`config.mk`:
```
export PLATFORM = sky130hd
export DESIGN_NAME = dreq_router
export DESIGN_NICKNAME = d
export VERILOG_FILES = /design/src/rtl/dreq_pkg.sv /design/src/rtl/dreq_regs.sv /design/src/rtl/dreq_chan.sv /design/src/rtl/dreq_router.sv
export SDC_FILE = /design/constraint.sdc
export NUM_CORES = 1
export LEC_CHECK = 0
export BUFFER_PORTS_ARGS = -buffer_cell sky130_fd_sc_hd__buf_2
export CELL_PAD_IN_SITES_DETAIL_PLACEMENT = 1
export CELL_PAD_IN_SITES_GLOBAL_PLACEMENT = 2
export CORE_MARGIN = 2
export CORE_UTILIZATION = 45
export DETAILED_ROUTE_END_ITERATION = 6
export PLACE_DENSITY_LB_ADDON = 0.05
export SLEW_MARGIN = 20
export SYNTH_ARGS = -nofsm -noshare
export SYNTH_HDL_FRONTEND = slang
export SYNTH_SLANG_ARGS = --single-unit
export TNS_END_PERCENT = 5
```
`constraint.sdc`:
```
create_clock -name clk -period 8.3 [get_ports clk]
set_clock_uncertainty 0.2 [all_clocks]
set_input_delay 0 -clock clk [delete_from_list [all_inputs] [get_ports clk]]
set_output_delay 0 -clock clk [all_outputs]
set_load 0.02 [all_outputs]
```
`src/rtl/dreq_pkg.sv`:
```
package dreq_pkg;
   // control word layout
   localparam int unsigned CFG_W    = 32;
   localparam int unsigned SEL_W    = 8;
   localparam int unsigned B_OIE    = 8;
   localparam int unsigned B_EGE    = 9;
   localparam int unsigned B_SE     = 16;
   localparam int unsigned POL_LSB  = 17;
   localparam int unsigned NB_LSB   = 19;
   localparam int unsigned NB_W     = 5;
   localparam int unsigned SS_LSB   = 24;
   localparam int unsigned SS_W     = 3;
   localparam logic [CFG_W-1:0] NB_MASK = ((CFG_W'(1) << NB_W) - CFG_W'(1)) << NB_LSB;

   // register addresses beyond the per-channel words
   localparam int unsigned ADDR_STATUS = 8;
   localparam int unsigned ADDR_CLEAR  = 9;

   typedef enum logic [1:0] {
      POL_NONE = 2'd0,
      POL_RISE = 2'd1,
      POL_FALL = 2'd2,
      POL_BOTH = 2'd3
   } sync_pol_e;

   function automatic logic pol_match(sync_pol_e p, logic rise, logic fall);
      case (p)
         POL_RISE: return rise;
         POL_FALL: return fall;
         POL_BOTH: return rise | fall;
         default:  return 1'b0;
      endcase
   endfunction
endpackage

```
`src/rtl/dreq_regs.sv`:
```
module dreq_regs
   import dreq_pkg::*;
#(
   parameter int unsigned NUM_CH = 7,
   parameter int unsigned ADDR_W = 4
) (
   input  logic                          clk,
   input  logic                          rst_n,
   input  logic                          we,
   input  logic [ADDR_W-1:0]             addr,
   input  logic [CFG_W-1:0]              wdata,
   output logic [CFG_W-1:0]              rdata,
   input  logic [NUM_CH-1:0]             ovr_set,
   output logic [NUM_CH-1:0][CFG_W-1:0]  ctrl_q,
   output logic [NUM_CH-1:0]             flags_q
);
   localparam logic [ADDR_W-1:0] A_STAT = ADDR_W'(ADDR_STATUS);
   localparam logic [ADDR_W-1:0] A_CLR  = ADDR_W'(ADDR_CLEAR);

   if (NUM_CH > ADDR_STATUS || NUM_CH > CFG_W) begin : g_chk_ch
      $error("dreq_regs: NUM_CH collides with the status address");
   end

   for (genvar c = 0; c < NUM_CH; c++) begin : g_ch
      logic hit, locked;
      assign hit    = we && (addr == ADDR_W'(c));
      assign locked = ctrl_q[c][B_SE] | ctrl_q[c][B_EGE];

      always_ff @(posedge clk or negedge rst_n) begin
         if (!rst_n) begin
            ctrl_q[c] <= '0;
         end else if (hit) begin
            if (wdata == '0)
               ctrl_q[c] <= '0;
            else if (locked)
               ctrl_q[c] <= (wdata & ~NB_MASK) | (ctrl_q[c] & NB_MASK);
            else
               ctrl_q[c] <= wdata;
         end
      end

      always_ff @(posedge clk or negedge rst_n) begin
         if (!rst_n)
            flags_q[c] <= 1'b0;
         else if (ovr_set[c])
            flags_q[c] <= 1'b1;
         else if (we && addr == A_CLR && wdata[c])
            flags_q[c] <= 1'b0;
      end

      assert_zero_clr_R2: assert property (@(posedge clk) disable iff (!rst_n)
         (hit && wdata == '0) |=> (ctrl_q[c] == '0));
      assert_nb_lock_R6: assert property (@(posedge clk) disable iff (!rst_n)
         (hit && wdata != '0 && locked) |=> ((ctrl_q[c] & NB_MASK) == ($past(ctrl_q[c]) & NB_MASK)));
      assert_flag_set_R8: assert property (@(posedge clk) disable iff (!rst_n)
         ovr_set[c] |=> flags_q[c]);
   end

   always_comb begin
      rdata = '0;
      for (int c = 0; c < NUM_CH; c++)
         if (addr == ADDR_W'(c)) rdata = ctrl_q[c];
      if (addr == A_STAT) rdata = CFG_W'(flags_q);
   end
endmodule

```
`src/rtl/dreq_chan.sv`:
```
module dreq_chan
   import dreq_pkg::*;
#(
   parameter int unsigned NUM_REQ  = 64,
   parameter int unsigned NUM_SYNC = 8
) (
   input  logic                 clk,
   input  logic                 rst_n,
   input  logic [CFG_W-1:0]     cfg_i,
   input  logic [NUM_REQ-1:0]   req_i,
   input  logic [NUM_SYNC-1:0]  sync_i,
   input  logic                 ack_i,
   output logic                 req_o,
   output logic                 evt_o,
   output logic                 ovr_o
);
   localparam int unsigned REQ_W  = $clog2(NUM_REQ);
   localparam int unsigned SYNC_W = $clog2(NUM_SYNC);

   logic [SEL_W-1:0] sel;
   logic [SS_W-1:0]  ssel;
   logic [NB_W-1:0]  nbreq, cnt_q;
   logic             cfg_on, gate_en, evt_en;
   sync_pol_e        pol;
   logic             req_pick, sync_pick, sync_q;
   logic             trig, open_q, take, last, evt_q;

   assign sel     = cfg_i[SEL_W-1:0];
   assign ssel    = cfg_i[SS_LSB +: SS_W];
   assign nbreq   = cfg_i[NB_LSB +: NB_W];
   assign pol     = sync_pol_e'(cfg_i[POL_LSB +: 2]);
   assign gate_en = cfg_i[B_SE];
   assign evt_en  = cfg_i[B_EGE];
   assign cfg_on  = |cfg_i;

   assign req_pick  = ({1'b0, sel} < (SEL_W+1)'(NUM_REQ))  ? req_i[sel[REQ_W-1:0]]   : 1'b0;
   assign sync_pick = ({1'b0, ssel} < (SS_W+1)'(NUM_SYNC)) ? sync_i[ssel[SYNC_W-1:0]] : 1'b0;

   assign trig  = gate_en & pol_match(pol, sync_pick & ~sync_q, ~sync_pick & sync_q);
   assign req_o = cfg_on & req_pick & (gate_en ? open_q : 1'b1);
   assign take  = req_o & ack_i;
   assign last  = take & (cnt_q == nbreq);
   assign ovr_o = trig & open_q;
   assign evt_o = evt_q;

   always_ff @(posedge clk or negedge rst_n) begin
      if (!rst_n) sync_q <= 1'b0;
      else        sync_q <= sync_pick;
   end

   always_ff @(posedge clk or negedge rst_n) begin
      if (!rst_n) begin
         open_q <= 1'b0;
         cnt_q  <= '0;
         evt_q  <= 1'b0;
      end else if (!cfg_on) begin
         open_q <= 1'b0;
         cnt_q  <= '0;
         evt_q  <= 1'b0;
      end else begin
         evt_q <= evt_en & last;
         if (gate_en) begin
            if (open_q) begin
               if (last) begin
                  open_q <= 1'b0;
                  cnt_q  <= '0;
               end else if (take) begin
                  cnt_q <= cnt_q + 1'b1;
               end
            end else if (trig) begin
               open_q <= 1'b1;
               cnt_q  <= '0;
            end
         end else begin
            open_q <= 1'b0;
            if (evt_en && take)
               cnt_q <= last ? '0 : cnt_q + 1'b1;
         end
      end
   end

   assert_hold_R3: assert property (@(posedge clk) disable iff (!rst_n)
      (gate_en && !open_q) |-> !req_o);
   assert_cnt_bound_R5: assert property (@(posedge clk) disable iff (!rst_n)
      open_q |-> (cnt_q <= nbreq));
   assert_evt_cause_R7: assert property (@(posedge clk) disable iff (!rst_n)
      evt_q |-> $past(take));
endmodule

```
`src/rtl/dreq_router.sv`:
```
module dreq_router
   import dreq_pkg::*;
#(
   parameter int unsigned NUM_CH      = 7,
   parameter int unsigned NUM_REQ     = 64,
   parameter int unsigned NUM_SYNC    = 8,
   parameter int unsigned ADDR_W      = 4,
   parameter bit          SYNC_RESYNC = 1'b0
) (
   input  logic                 clk,
   input  logic                 rst_n,
   input  logic                 reg_we,
   input  logic [ADDR_W-1:0]    reg_addr,
   input  logic [CFG_W-1:0]     reg_wdata,
   output logic [CFG_W-1:0]     reg_rdata,
   input  logic [NUM_REQ-1:0]   req_in,
   input  logic [NUM_SYNC-1:0]  sync_in,
   input  logic [NUM_CH-1:0]    dma_ack,
   output logic [NUM_CH-1:0]    dma_req,
   output logic [NUM_CH-1:0]    dma_evt,
   output logic                 irq
);
   if (NUM_REQ < 2 || NUM_REQ > (1 << SEL_W)) begin : g_chk_req
      $error("dreq_router: NUM_REQ out of range");
   end
   if (NUM_SYNC < 2 || NUM_SYNC > (1 << SS_W)) begin : g_chk_sync
      $error("dreq_router: NUM_SYNC out of range");
   end
   if ((1 << ADDR_W) <= ADDR_CLEAR) begin : g_chk_addr
      $error("dreq_router: ADDR_W too narrow for the clear address");
   end

   logic [NUM_CH-1:0][CFG_W-1:0] ctrl;
   logic [NUM_CH-1:0]            flags, ovr, oie;
   logic [NUM_SYNC-1:0]          sync_int;

   if (SYNC_RESYNC) begin : g_resync
      logic [NUM_SYNC-1:0] s1_q, s2_q;
      always_ff @(posedge clk or negedge rst_n) begin
         if (!rst_n) begin
            s1_q <= '0;
            s2_q <= '0;
         end else begin
            s1_q <= sync_in;
            s2_q <= s1_q;
         end
      end
      assign sync_int = s2_q;
   end else begin : g_direct
      assign sync_int = sync_in;
   end

   dreq_regs #(.NUM_CH(NUM_CH), .ADDR_W(ADDR_W)) u_regs (
      .clk     (clk),
      .rst_n   (rst_n),
      .we      (reg_we),
      .addr    (reg_addr),
      .wdata   (reg_wdata),
      .rdata   (reg_rdata),
      .ovr_set (ovr),
      .ctrl_q  (ctrl),
      .flags_q (flags)
   );

   for (genvar c = 0; c < NUM_CH; c++) begin : g_ch
      assign oie[c] = ctrl[c][B_OIE];
      dreq_chan #(.NUM_REQ(NUM_REQ), .NUM_SYNC(NUM_SYNC)) u_chan (
         .clk    (clk),
         .rst_n  (rst_n),
         .cfg_i  (ctrl[c]),
         .req_i  (req_in),
         .sync_i (sync_int),
         .ack_i  (dma_ack[c]),
         .req_o  (dma_req[c]),
         .evt_o  (dma_evt[c]),
         .ovr_o  (ovr[c])
      );
   end

   assign irq = |(flags & oie);

   assert_irq_src_R10: assert property (@(posedge clk) disable iff (!rst_n)
      irq |-> (flags != '0));
endmodule

```
==> run metrics, run 1 <==
Max-Cap Viols=0; register bit total from synthesis=approximately 290; CP endpoint kind=flop; DRC violation count after routing=9; Overflow after GRT=0; share of cells above drive strength 1=31.97%; Critical Path Slowest Stage Cell=dlygate4sd3_1; Syn Area/Cell=between 10 and 15 µm²; # nets final=slightly below 2000; PostCTS Resize Cnt=0; Die Wd=about 210 µm; outcome=finished, violations left; part of the power in registers=between 40% and 50%; core area=between 0.04 and 0.05 mm²; I/O pin cnt=approximately 170; actual slew at the worst max-slew pin=between 1 and 1.5 ns; clock buffer depth=3; via count=roughly 16000; Hold Path Origin=reg_addr[3]; count of pins over their slew limit=0; worst hold path class=in -> reg; synth unique cells=between 80 and 90; first-pass GRT wire length=115300 µm; I/O Buffers=164; Final Cycle Share=between 50% and 60%; most frequent cells in the layout=dfrtp_1 (286), mux2_2 (203), buf_2 (163), nand2_1 (133), mux4_2 (115); Clock Latency Late Sink=around 0.56 ns; depth of the CTS H-tree=2; Achievable Freq=between 200 and 250 MHz; Int Pwr=3.621 mW; row count=75; Worst VDD drop=roughly 0.17 mV; placed cell count=approximately 2200; r2r endpoint=g_ch[4].u_chan.cnt_q[3]; Comb power frac=33.0%; TNS Setup=0 ns; crit-path cells=mux4_2, dlygate4sd3_1, mux2i_1, dlygate4sd3_1, inv_1, ha_1, mux2i_1, nand2_1, o21ai_0, and3_1, a311oi_4, nor2_2, a221o_1; Worst setup startpoint=u_regs.ctrl_q[152]; Synth warnings=0; CP max stage delay=roughly 0.6 ns; DRT Wirelength=79030 µm; Hold Vio Cnt, Final=0; Die H=209.1 µm; CTS Root Cell=clkbuf_16; Post-synth ARST share=100.0%; overall power=a little under 6 mW; wire per inst=around 34 µm; synthesized area=roughly 0.019 mm²; Initial Util=between 40% and 50%; Antenna Nets Post-Route=0; RD Place Congestion=~0.94; critical path class=reg -> reg; initial antenna violation count=7; Pleak=9.356 nW; Die ar.=around 0.044 mm²; Sink Count=287; vias in the first global route=roughly 17000; setup ws final=approximately 3.6 ns; RSZ-0062 raised after global routing=no; share of the synthesized area in the top cell type=37.96%; R2R Setup Slk=3.55 ns; drt pass-1 iters=7; post-synthesis sequential area ratio=around 38%; GRT Total Usage=a little over a third; pwr dens=269.0 mW/mm²; DP Wirelength=approximately 57000 µm; Net Count, Synth=roughly 1800; Worst Path Required=between 8 and 9 ns; minimum clock period=4.748 ns; TritonCTS clock tree=built; CP max FO=7; Max-slew headroom=25.00%; Worst Path Arrival=4.99 ns; Post-synth EDFFs=0; Cells after Synth=approximately 1600; Non-Filler Instances=between 2000 and 2500; number of setup violations in the final report=0; largest area contributor in the netlist=dfrtp_1; failing checks=DRC; WHS=between 0.1 and 0.15 ns; r2r worst-path depth=13; largest net degree at the start of global routing=85; r2r startpoint=u_regs.ctrl_q[152]; Psw=2.223 mW; ys flop type=dfrtp_1; Clock transition at path regs=roughly 0.060 ns; Switching Share=about two fifths; commonest non-fill, non-tap cell in the layout=dfrtp_1; Iter 0 DRT Violations=approximately 1900; area grow syn2layout=14.83%; Setup WS pre-CTS=about 4.5 ns; end of the critical path=g_ch[4].u_chan.cnt_q[3]; vias per cell=6.861; CP Launch Type=flop; clock network power share=between 20% and 30%; CTS buffer count=35; top area cells in the synthesized netlist=dfrtp_1 (38%), mux4_2 (14%), mux2_2 (12%)
-- power groups by stage --
stage / clock [mW] / sequential (mW) / combinational, mW
after global routing: 1.61 / 2.43 / 2.06
final: 1.53 / 2.38 / 1.93
after detailed placement: 0 / 2.39 / 1.85
after floorplan: 0 / 2.00 / 1.51
after global placement: 0 / 2.38 / 1.80
after CTS: 1.56 / 2.37 / 1.91
-- kinds of logic after synthesis --
group | after synthesis | share of synthesized area (%)
XOR/XNOR | 38 | 1.759
buffers and inverters | 182 | 4.516
multiplexers | 413 | 32.42
flip-flops | 287 | 37.96
AND/OR/NAND/NOR | 445 | 12.02
adder cells (fa/ha/maj) | 21 | 1.389
AO/OA/AOI/OAI | 238 | 9.939
-- per-layer routing --
layer  global-route usage [%]  up-vias  routed length, µm
li1                         -     6613                  -
met1                    49.27     8374              32120
met2                    57.21      888              36150
met3                    7.454      212               7157
met4                    15.32        2               3597
met5                   0.2225        -                 13
-- worst min path at each step --
| stage | to | slack, ns | depth (start not counted) |
|---|---|---|---|
| 2_1_floorplan | g_ch[0].u_chan.cnt_q[0] | -0.50 | 0 |
| 3_3_place_gp | g_ch[4].u_chan.cnt_q[3] | -0.15 | 1 |
| 3_5_place_dp | g_ch[5].u_chan.cnt_q[0] | -0.14 | 1 |
| 4_1_cts | u_regs.flags_q[1] | 0.06 | 4 |
| 5_1_grt | u_regs.flags_q[2] | 0.13 | 4 |
| 6_report | u_regs.flags_q[1] | 0.12 | 4 |
-- area by class of cell --
type                            count  area (µm²)
Inverter                           57       214.0
Antenna cell                        1       2.502
Fill cell                        4384       20030
Clock buffer                       48       996.0
Tap cell                          539       674.4
Timing Repair Buffer              248        1634
Multi-Input combinational cell   1155       10900
Sequential cell                   287        7183
Clock inverter                     10       122.6
-- flip-flops by register name (all words and copies together), names as in the netlist --
name                count
g_ch.u_chan.evt_o       7
g_ch.u_chan.sync_q      7
u_regs.flags_q          7
g_ch.u_chan.cnt_q      35
u_regs.ctrl_q         224
g_ch.u_chan.open_q      7
-- synthesized netlist by cell type (32+ instances only) --
library cell,count
dfrtp_1,287
mux2_2,203
nand2_1,133
mux4_2,115
mux2i_1,76
clkbuf_1,67
nor4_1,66
inv_1,56
nand3_1,53
nor2_1,49
a22o_1,48
nor2b_1,32
-- through the flow --
step                utilization [%]  cell area (µm²)
global placement              47.81            19970
floorplan                         -            18920
finish                        52.03            21730
CTS                           52.02            21720
detailed placement            47.81            19970
global route                  52.02            21720
-- critical path, delay by kind of cell, from the launching register on --
| kind | cells | cell delay [ns] |
|---|---|---|
| buffers and inverters | 3 | 1.22 |
| AND/OR/NAND/NOR | 3 | 0.57 |
| multiplexers | 3 | 0.84 |
| adder cells (fa/ha/maj) | 1 | 0.27 |
| flip-flops | 1 | 0.47 |
| AO/OA/AOI/OAI | 3 | 1.07 |
-- what timing repair did --
item / 4_1_cts / 5_1_grt
hold endpoints to repair: 359 / 0
setup buffers: 0 / 0
hold buffers: 62 / 0
endpoints found under the setup margin: 0 / 0
(Power assumes the default switching activity.)
==> run 2: changes to the inputs <==
--- a/config.mk
+++ b/config.mk
@@ -9,7 +9,7 @@
 export CELL_PAD_IN_SITES_DETAIL_PLACEMENT = 1
 export CELL_PAD_IN_SITES_GLOBAL_PLACEMENT = 2
 export CORE_MARGIN = 2
-export CORE_UTILIZATION = 45
+export CORE_UTILIZATION = 41
 export DETAILED_ROUTE_END_ITERATION = 6
 export PLACE_DENSITY_LB_ADDON = 0.05
 export SLEW_MARGIN = 20
==> constraint.sdc (replaced) <==
create_clock -name clk -period 4.6 [get_ports clk]
set_clock_uncertainty 0.2 [all_clocks]
set_input_delay 0 -clock clk [delete_from_list [all_inputs] [get_ports clk]]
set_output_delay 0 -clock clk [all_outputs]
set_load 0.02 [all_outputs]
==> run 2 against run 1 <==
Compared with the run above: the run now ends clean; count of clock-buffer cells in the layout up 6; global-route usage down 3.1 points; cell count up 2.7%; clock power up 86%; power up 81%; routed wire length about the same; sequential share of layout area down 0.21 points; via count down 0.88%; critical path depth down 1; fmax up 7.9%; hold slack worse by 0.093 ns; register-to-register slack worse by 3.4 ns; largest power group unchanged.
==> run metrics, run 2 (synthesis results as in run 1) <==
Sink Count=287 (unchanged); Hold EP=g_ch[0].u_chan.sync_q; crit-path leading delay family=buffers and inverters; I/O Buffers=164 (unchanged); core area=0.04548 mm² (+8.9%); Worst VDD drop=0.3470 mV (+100%); row count=78 (+4.0%); Die H=218.8 µm (+4.7%); worst hold path class=in -> reg; R2R Setup Slk=0.20 ns (-3.35 ns); drt pass-1 iters=7 (unchanged); Hold Vio Cnt, Final=0 (unchanged); pwr dens=484.0 mW/mm² (+80%); vias in the first global route=16215 (-2.4%); placed inst area=0.02010 mm² (+0.67%); hold path cells=4 (unchanged); Worst Path Arrival=4.63 ns (-0.36 ns); share of cells above drive strength 1=32.34% (+0.37 points); vias per cell=6.620 (-3.5%); max FFs per register=224 (unchanged); initial antenna violation count=3 (-4); RSZ-0062 raised after global routing=no; Hold Path Origin=sync_in[0]; Psw=3.955 mW (+78%); r2r endpoint=g_ch[5].u_chan.cnt_q[2]; DRC violation count after routing=0 (-9); via count=15948 (-0.88%); post-CTS setup buffers=0 (unchanged); DP Wirelength=57590 µm (+1.0%); Switching Share=37.37% (-0.67 points); stages on the worst setup path=12 (-1); Clock Latency Late Sink=0.55 ns (about the same); CTS buffer count=37 (+5.7%); CP max stage delay=0.59 ns (-0.02 ns); Setup WS pre-CTS=0.7348 ns (-3.720 ns); crit-path cells=mux4_2, dlygate4sd3_1, mux2i_1, dlygate4sd3_1, inv_1, ha_1, mux2i_1, a21oi_2, nor3b_1, a311o_1, and2_4, a221o_1; CP endpoint kind=flop; Pleak=9.408 nW (+0.56%); RD Place Congestion=0.9430 (about the same); leading registers by flop count=u_regs.ctrl_q (224), g_ch.u_chan.cnt_q (35); CP Launch Type=flop; critical path class=reg -> reg; clock network power share=26.9% (+0.6 points); Final Cycle Share=95.69% (+38 points); r2r worst-path depth=12 (-1); design area=0.02187 mm² (+0.64%); largest net degree at the start of global routing=98 (+15%); GRT Total Usage=33.32% (-3.1 points); count of pins over their slew limit=0 (unchanged); Worst Path Required=4.83 ns (-3.71 ns); setup ws final=0.1981 ns (-3.354 ns); # nets final=1927 (+0.21%); Comb power frac=32.7% (-0.3 points); Ant. Diodes=0 (-1); Max-Cap Viols=0 (unchanged); Die ar.=0.04788 mm² (+9.6%); part of the power in registers=40.4% (-0.4 points); clock buffer depth=3 (unchanged); wire per inst=32.82 µm (-2.6%); Critical Path Slowest Stage Cell=dlygate4sd3_1; CP max FO=6 (-1); TNS Setup=0 ns (unchanged); number of setup violations in the final report=0 (unchanged); CP bufs+invs=3 (unchanged); # fillers=4881 (+11%); most frequent cells in the layout=dfrtp_1 (286), mux2_2 (203), buf_2 (163), nand2_1 (133), mux4_2 (115); depth of the CTS H-tree=2 (unchanged); DRT Wirelength=79060 µm (about the same); commonest non-fill, non-tap cell in the layout=dfrtp_1; area grow syn2layout=15.57%; Initial Util=41.61% (-3.7 points); Largest Register=u_regs.ctrl_q; r2r startpoint=u_regs.ctrl_q[184]; Achievable Freq=227.2 MHz (+7.9%); Antenna Nets Post-Route=0 (unchanged); first-pass GRT wire length=114800 µm (-0.48%); outcome=completed; minimum clock period=4.402 ns (-0.3456 ns); Overflow after GRT=0 (unchanged); CTS Root Cell=clkbuf_16; Max-slew headroom=21.95% (-3.1 points); Clock transition at path regs=0.06 ns (about the same); Non-Filler Instances=2409 (+2.7%); placed cell count=2291 (+3.0%); TritonCTS clock tree=built; Int Pwr=6.628 mW (+83%); actual slew at the worst max-slew pin=1.160 ns (+0.03520 ns); overall power=10.58 mW (+81%); Die Wd=218.8 µm (+4.7%); Iter 0 DRT Violations=1684 (-11%); I/O pin cnt=165 (unchanged)
-- run 2: worst max-delay path by stage --
stage | from | to | slack (ns)
after floorplan | u_regs.ctrl_q[152] | g_ch[4].u_chan.cnt_q[3] | 1.67
after global placement | u_regs.ctrl_q[64] | g_ch[2].u_chan.cnt_q[3] | 0.83
after detailed placement | u_regs.ctrl_q[64] | g_ch[2].u_chan.cnt_q[3] | 0.73
after CTS | u_regs.ctrl_q[184] | g_ch[5].u_chan.cnt_q[2] | 0.07
after global routing | u_regs.ctrl_q[184] | g_ch[5].u_chan.cnt_q[2] | 0.01
final | u_regs.ctrl_q[184] | g_ch[5].u_chan.cnt_q[2] | 0.20
-- run 2: timing repair --
item | in CTS | in global routing
endpoints found under the hold margin | 466 | 0
endpoints found under the setup margin | 0 | 2
gates resized for setup | 0 | 1
hold buffers | 58 | 0
-- run 2: metrics by stage --
stage / hold slack (ns) / util [%]
CTS: 0.001047 / 48.07
detailed placement: -0.1026 / 44.20
floorplan: -0.4956 / -
global placement: -0.09626 / 44.20
global route: 0.02838 / 48.08
finish: 0.02519 / 48.08
-- run 2: final cells by class --
type	instances	area, µm²	area share (%)
sequential	287	7183	32.85
timing repair buffer	250	1652	7.553
inverter	57	214.0	0.9784
clock buffer	54	1080	4.938
tap	600	750.7	3.433
multi-input combinational	1155	10900	49.87
clock inverter	6	83.83	0.3834
-- run 2: power groups by stage --
stage / Combinational [mW] / Sequential (mW) / Clock (mW)
final: 3.46 / 4.27 / 2.85
after floorplan: 2.73 / 3.62 / 0
after global routing: 3.71 / 4.37 / 3.01
after global placement: 3.28 / 4.27 / 0
after detailed placement: 3.35 / 4.29 / 0
after CTS: 3.44 / 4.25 / 2.91
-- run 2: tightest hold or removal path: cells and delay by family --
kind,cells,cell delay (ns)
muxes,2,0.41
buffers and inverters,2,0.32
-- run 2: layer usage --
| metal | GRT usage [%] | vias up | share of wire [%] |
|---|---|---|---|
| met3 | 7.665 | 144 | 8.5 |
| li1 | - | 6607 | - |
| met1 | 45.89 | 8409 | 42 |
| met5 | 2.188 | - | 0.17 |
| met2 | 52.01 | 786 | 46 |
| met4 | 10.59 | 2 | 3.0 |
